===== config.mk =====
export PLATFORM = sky130hd
export DESIGN_NAME = flash_tick_divider
export DESIGN_NICKNAME = d
export VERILOG_FILES = /design/src/rtl/fdiv_pkg.sv /design/src/rtl/fdiv_ctrl_reg.sv /design/src/rtl/fdiv_prescale.sv /design/src/rtl/fdiv_counter.sv /design/src/rtl/flash_tick_divider.sv
export SDC_FILE = /design/constraint.sdc
export NUM_CORES = 1
export LEC_CHECK = 0
export BUFFER_PORTS_ARGS = -buffer_cell sky130_fd_sc_hd__buf_4
export CAP_MARGIN = 40
export CORE_MARGIN = 2
export CORE_UTILIZATION = 34
export CTS_CLUSTER_SIZE = 8
export DETAILED_ROUTE_END_ITERATION = 6
export PLACE_DENSITY = 0.65
export SKIP_CTS_REPAIR_TIMING = 1
export SYNTH_ARGS = -nofsm -noshare
export SYNTH_HDL_FRONTEND = slang
export SYNTH_SLANG_ARGS = --single-unit

===== constraint.sdc =====
create_clock -name clk_i -period 4.4 [get_ports clk_i]
set_input_delay 0.22 -clock clk_i [delete_from_list [all_inputs] [get_ports clk_i]]
set_output_delay 0.22 -clock clk_i [all_outputs]
set_load 0.1 [all_outputs]

===== src/rtl/fdiv_pkg.sv =====
package fdiv_pkg;
  localparam int unsigned DIV_W_DEF = 6;
  localparam int unsigned PRE_RATIO_DEF = 8;

  typedef enum logic {
    PRE_BYPASS = 1'b0,
    PRE_DIVIDE = 1'b1
  } pre_mode_e;
endpackage


===== src/rtl/fdiv_ctrl_reg.sv =====
module fdiv_ctrl_reg #(
  parameter int unsigned DIV_W = fdiv_pkg::DIV_W_DEF
) (
  input  logic             clk_i,
  input  logic             rst_ni,
  input  logic             wr_en_i,
  input  logic             pre_wr_i,
  input  logic [DIV_W-1:0] div_wr_i,
  output logic             loaded_o,
  output fdiv_pkg::pre_mode_e pre_mode_o,
  output logic [DIV_W-1:0] div_o
);
  import fdiv_pkg::*;

  logic             loaded_q;
  pre_mode_e        pre_q;
  logic [DIV_W-1:0] div_q;

  // only the first write lands; the flag sets regardless of data
  always_ff @(posedge clk_i or negedge rst_ni) begin
    if (!rst_ni) begin
      loaded_q <= 1'b0;
      pre_q    <= PRE_BYPASS;
      div_q    <= '0;
    end else if (wr_en_i && !loaded_q) begin
      loaded_q <= 1'b1;
      pre_q    <= pre_mode_e'(pre_wr_i);
      div_q    <= div_wr_i;
    end
  end

  assign loaded_o   = loaded_q;
  assign pre_mode_o = pre_q;
  assign div_o      = div_q;

  p_hold_after_load_r3: assert property (@(posedge clk_i) disable iff (!rst_ni)
    loaded_q |=> ($stable(div_q) && $stable(pre_q)));
  p_flag_sticky_r4: assert property (@(posedge clk_i) disable iff (!rst_ni)
    loaded_q |=> loaded_q);
  p_flag_on_write_r4: assert property (@(posedge clk_i) disable iff (!rst_ni)
    wr_en_i |=> loaded_q);
endmodule


===== src/rtl/fdiv_prescale.sv =====
module fdiv_prescale #(
  parameter int unsigned RATIO = fdiv_pkg::PRE_RATIO_DEF
) (
  input  logic                clk_i,
  input  logic                rst_ni,
  input  logic                en_i,
  input  fdiv_pkg::pre_mode_e mode_i,
  output logic                step_o
);
  import fdiv_pkg::*;

  generate
    if (RATIO > 1) begin : g_div
      localparam int unsigned CW = $clog2(RATIO);
      localparam logic [CW-1:0] LAST = CW'(RATIO - 1);
      logic [CW-1:0] cnt_q;
      logic          run;

      assign run = en_i && (mode_i == PRE_DIVIDE);

      always_ff @(posedge clk_i or negedge rst_ni) begin
        if (!rst_ni)            cnt_q <= '0;
        else if (!run)          cnt_q <= '0;
        else if (cnt_q == LAST) cnt_q <= '0;
        else                    cnt_q <= cnt_q + 1'b1;
      end

      assign step_o = run ? (cnt_q == LAST) : en_i;

      p_wrap_r8: assert property (@(posedge clk_i) disable iff (!rst_ni)
        (run && cnt_q == LAST) |=> (cnt_q == '0));
    end else begin : g_pass
      logic unused_mode;
      assign unused_mode = mode_i;
      assign step_o = en_i;
    end
  endgenerate
endmodule


===== src/rtl/fdiv_counter.sv =====
module fdiv_counter #(
  parameter int unsigned DIV_W = fdiv_pkg::DIV_W_DEF
) (
  input  logic             clk_i,
  input  logic             rst_ni,
  input  logic             run_i,
  input  logic             step_i,
  input  logic [DIV_W-1:0] limit_i,
  output logic             tick_o
);
  logic [DIV_W-1:0] cnt_q;
  logic             at_end;

  assign at_end = (cnt_q == limit_i);

  always_ff @(posedge clk_i or negedge rst_ni) begin
    if (!rst_ni)     cnt_q <= '0;
    else if (!run_i) cnt_q <= '0;
    else if (step_i) cnt_q <= at_end ? '0 : cnt_q + 1'b1;
  end

  assign tick_o = run_i && step_i && at_end;

  p_cnt_bound_r7: assert property (@(posedge clk_i) disable iff (!rst_ni)
    run_i |-> (cnt_q <= limit_i));
endmodule


===== src/rtl/flash_tick_divider.sv =====
module flash_tick_divider #(
  parameter int unsigned DIV_W     = fdiv_pkg::DIV_W_DEF,
  parameter int unsigned PRE_RATIO = fdiv_pkg::PRE_RATIO_DEF,
  localparam int unsigned DATA_W   = DIV_W + 2
) (
  input  logic              clk_i,
  input  logic              rst_ni,
  input  logic              wr_en_i,
  input  logic              rd_en_i,
  input  logic [DATA_W-1:0] wdata_i,
  output logic [DATA_W-1:0] rdata_o,
  output logic              tick_o,
  output logic              loaded_o,
  output logic              pe_en_o
);
  import fdiv_pkg::*;

  logic             loaded;
  pre_mode_e        pre_mode;
  logic [DIV_W-1:0] div;
  logic             step;
  logic             unused_wflag;

  assign unused_wflag = wdata_i[DATA_W-1];

  fdiv_ctrl_reg #(.DIV_W(DIV_W)) u_reg (
    .clk_i      (clk_i),
    .rst_ni     (rst_ni),
    .wr_en_i    (wr_en_i),
    .pre_wr_i   (wdata_i[DIV_W]),
    .div_wr_i   (wdata_i[DIV_W-1:0]),
    .loaded_o   (loaded),
    .pre_mode_o (pre_mode),
    .div_o      (div)
  );

  fdiv_prescale #(.RATIO(PRE_RATIO)) u_pre (
    .clk_i  (clk_i),
    .rst_ni (rst_ni),
    .en_i   (loaded),
    .mode_i (pre_mode),
    .step_o (step)
  );

  fdiv_counter #(.DIV_W(DIV_W)) u_cnt (
    .clk_i   (clk_i),
    .rst_ni  (rst_ni),
    .run_i   (loaded),
    .step_i  (step),
    .limit_i (div),
    .tick_o  (tick_o)
  );

  assign rdata_o  = rd_en_i ? {loaded, pre_mode, div} : '0;
  assign loaded_o = loaded;
  assign pe_en_o  = loaded;

  p_no_tick_idle_r6: assert property (@(posedge clk_i) disable iff (!rst_ni)
    !loaded |-> !tick_o);
  p_tick_single_r9: assert property (@(posedge clk_i) disable iff (!rst_ni)
    (tick_o && (pre_mode == PRE_DIVIDE || div != '0)) |=> !tick_o);
  p_pe_after_write_r5: assert property (@(posedge clk_i) disable iff (!rst_ni)
    $rose(pe_en_o) |-> $past(wr_en_i));
endmodule


==> run metrics <==
largest stage delay on the critical path=0.46 ns; Final HPWL DP=1290 um; CTS Buffer Depth=2; reg-to-reg setup timing slack=2.80 ns; largest family of logic cells by synthesized area=simple AND/OR/NAND/NOR gates; ratio of cells with drive above 1 in the final layout=34.9%; Setup Skew=0.00471 ns; Seq/Total Area, Yosys=46.3%; Post-synth top cells=17 x dfrtp_1, 11 x nand2_1, 8 x and2_1; Lkg Pwr=0.511 nW; required time of the critical path=4.18 ns; Synth Area per Inst=10.9 sq um; max-slew violations=0; status=finished, final reports clean; RD Place Congestion=0.779; Detail Route Antenna Nets=0; Initial DRT Pass Iterations=3; Reg clk slew, reported paths=0.10 ns; first-pass GRT wire length=3180 um; TritonCTS clock tree=yes; Worst Max-Slew Pin Slew=0.555 ns; crit path max fanout=6; Setup Viol. Count Final=0; Worst-Skew Late Latency=0.29 ns; CTS sink cnt=17; setup TNS=0 ns; DRC Markers=0; CP Buf/Inv Count=1; Die X=56.0 um; crit path time final=1.98 ns; hold crit path type=input port to flop; crit start category=flop; number of H-tree levels=1; Max rail drop VDD=0.000238 V; Worst path slowest cell=dfrtp_1; top cells by area, synth=dfrtp_1 46%, mux2_2 8.6%, xnor2_1 6.7%; Avg Vias per Cell=4.98; number of flops mapped to enable cells by yosys=0; RR Endpoint=u_cnt.cnt_q[4]; XOR/XNOR Fraction of Synth Area=6.67%; Critical Path, Cell by Cell=xnor2_1 -> nand4_2 -> nor3_1 -> buf_4; Worst Reg-to-Reg Cells=6; fin crit share=45.0%; min-delay src=wr_en_i; Worst Setup End Kind=primary output; vias in the first global route=704; Total Wirelength=1760 um; post-synthesis cell type count=25; power density cells=450 nW/um^2; antenna diode count=0; FF-to-FF Start=u_pre.g_div.cnt_q[0]; Mapped Nets=99; die extent in y=56.0 um; maximum capacitance violations=0; gr usage total=12.5%; root buffer cell=clkbuf_4; fraction of the mapped netlist area in simple logic gates=23.5%; Overflow after GRT=0; Seq cells post-synth=17; initial antenna violation count=0; Hold Path End=u_reg.loaded_o; CTS buffer count=3; Setup CP Type=flop to primary output; Fin. Hold Viols=0; Util after Layout=44.6%; most frequent cell after synthesis=dfrtp_1; Ports=23; Fillers=254; initial DRC count=3; achievable frequency=0.505 GHz; Yosys warning count=0; crit path launch=u_cnt.cnt_q[3]; largest net degree at the start of global routing=18; Core Region=2520 sq um; FFs w/ async S/R, synth=100%; Synth Area in Compound Gates=7.76%; hold path cells=2; fin area=1130 sq um; crit path DAT=1.76 ns; Via Count=677; Mapped Cells=84; WHS=0.132 ns; Post-Syn Area=920 sq um; Relative slew margins=62.9%; Die ar.=3140 sq um; Adder-Cell Fraction of Synth Area=4.08%; Crit path max-delay family=flip-flops; Initial Utilization=36.5%; RSZ-0062 raised after global routing=no; Top FF cell, synth=dfrtp_1; mux contribution to synthesized area=8.57%; Yosys top cell area share=46.3%; Area after DPL=1090 sq um; Levels on crit path=4; Synth area leader=dfrtp_1; Routed WL per cell=12.9 um; cell row count=18; nets=122; I/O Buffers=21; synth-to-layout area growth=22.4%
[state kept, by name (all words and copies together) (netlist names)]
name               count
u_cnt.cnt_q            6
u_reg.div_o            6
u_pre.g_div.cnt_q      3
u_reg.loaded_o         1
u_reg.pre_mode_o       1
[placed cells by master (no fill, tap or decap)]
cell type,count
or2b_2,1
nand3_1,2
and4b_1,1
nor4b_2,2
inv_1,1
o21ai_1,3
or2_2,1
clkbuf_1,1
mux2_2,7
ha_1,3
xnor2_1,7
nor3_1,1
dfrtp_1,17
and3_1,2
and2_1,8
clkbuf_4,3
o21bai_4,1
nand2_1,11
buf_4,21
nor2_1,2
nand3b_1,1
o21ai_0,3
nor2b_1,1
nand4_2,1
o211ai_1,3
dlygate4sd3_1,1
and3b_1,1
[worst max-delay path by stage]
stage	end	slack, ns
after detailed placement	tick_o	2.74
final	tick_o	2.42
after floorplan	tick_o	0.85
after CTS	tick_o	2.39
after global placement	tick_o	2.76
after global routing	tick_o	2.31
[stage by stage]
step	worst slack, ns	instances	power [W]
final	2.42	136	0.000507
after global routing	2.31	136	0.000545
after CTS	2.39	135	0.000515
after detailed placement	2.74	131	0.000428
after global placement	2.76	131	0.000420
after floorplan	0.852	84	0.000380
[per-layer routing]
layer  global-route usage [%]  routed length (um)  vias to the layer above
met2                     20.3                 902                       15
met3                     1.63                  67                        2
met5                        0                   0                        -
met1                     16.2                 772                      330
met4                     6.12                  13                        0
li1                         -                   -                      330
[final cells by class]
type                            instances  area, sq um  share of cell area (%)
Timing Repair Buffer                   22          168                    14.9
Sequential cell                        17          425                    37.8
Tap cell                               30         37.5                    3.33
Multi-Input combinational cell         62          465                    41.3
Clock buffer                            4         26.3                    2.33
Inverter                                1         3.75                   0.333
[power breakdown]
| group | switching [W] | internal (W) | leakage [nW] |
|---|---|---|---|
| Sequential | 0.0000410 | 0.000188 | 0.213 |
| Clock | 0.0000486 | 0.0000352 | 0.0150 |
| Combinational | 0.000118 | 0.0000765 | 0.283 |
| Total | 0.000207 | 0.000299 | 0.511 |
[logic make-up (layout without fill, tap and decap cells)]
kind of cell / count (synthesis) / in the layout
compound gates: 10 / 10
buf+inv: 5 / 27
mux: 7 / 7
flops: 17 / 17
simple gates: 35 / 35
fa+ha+maj: 3 / 3
xor+xnor: 7 / 7
Power figures use the tool's default switching activity.
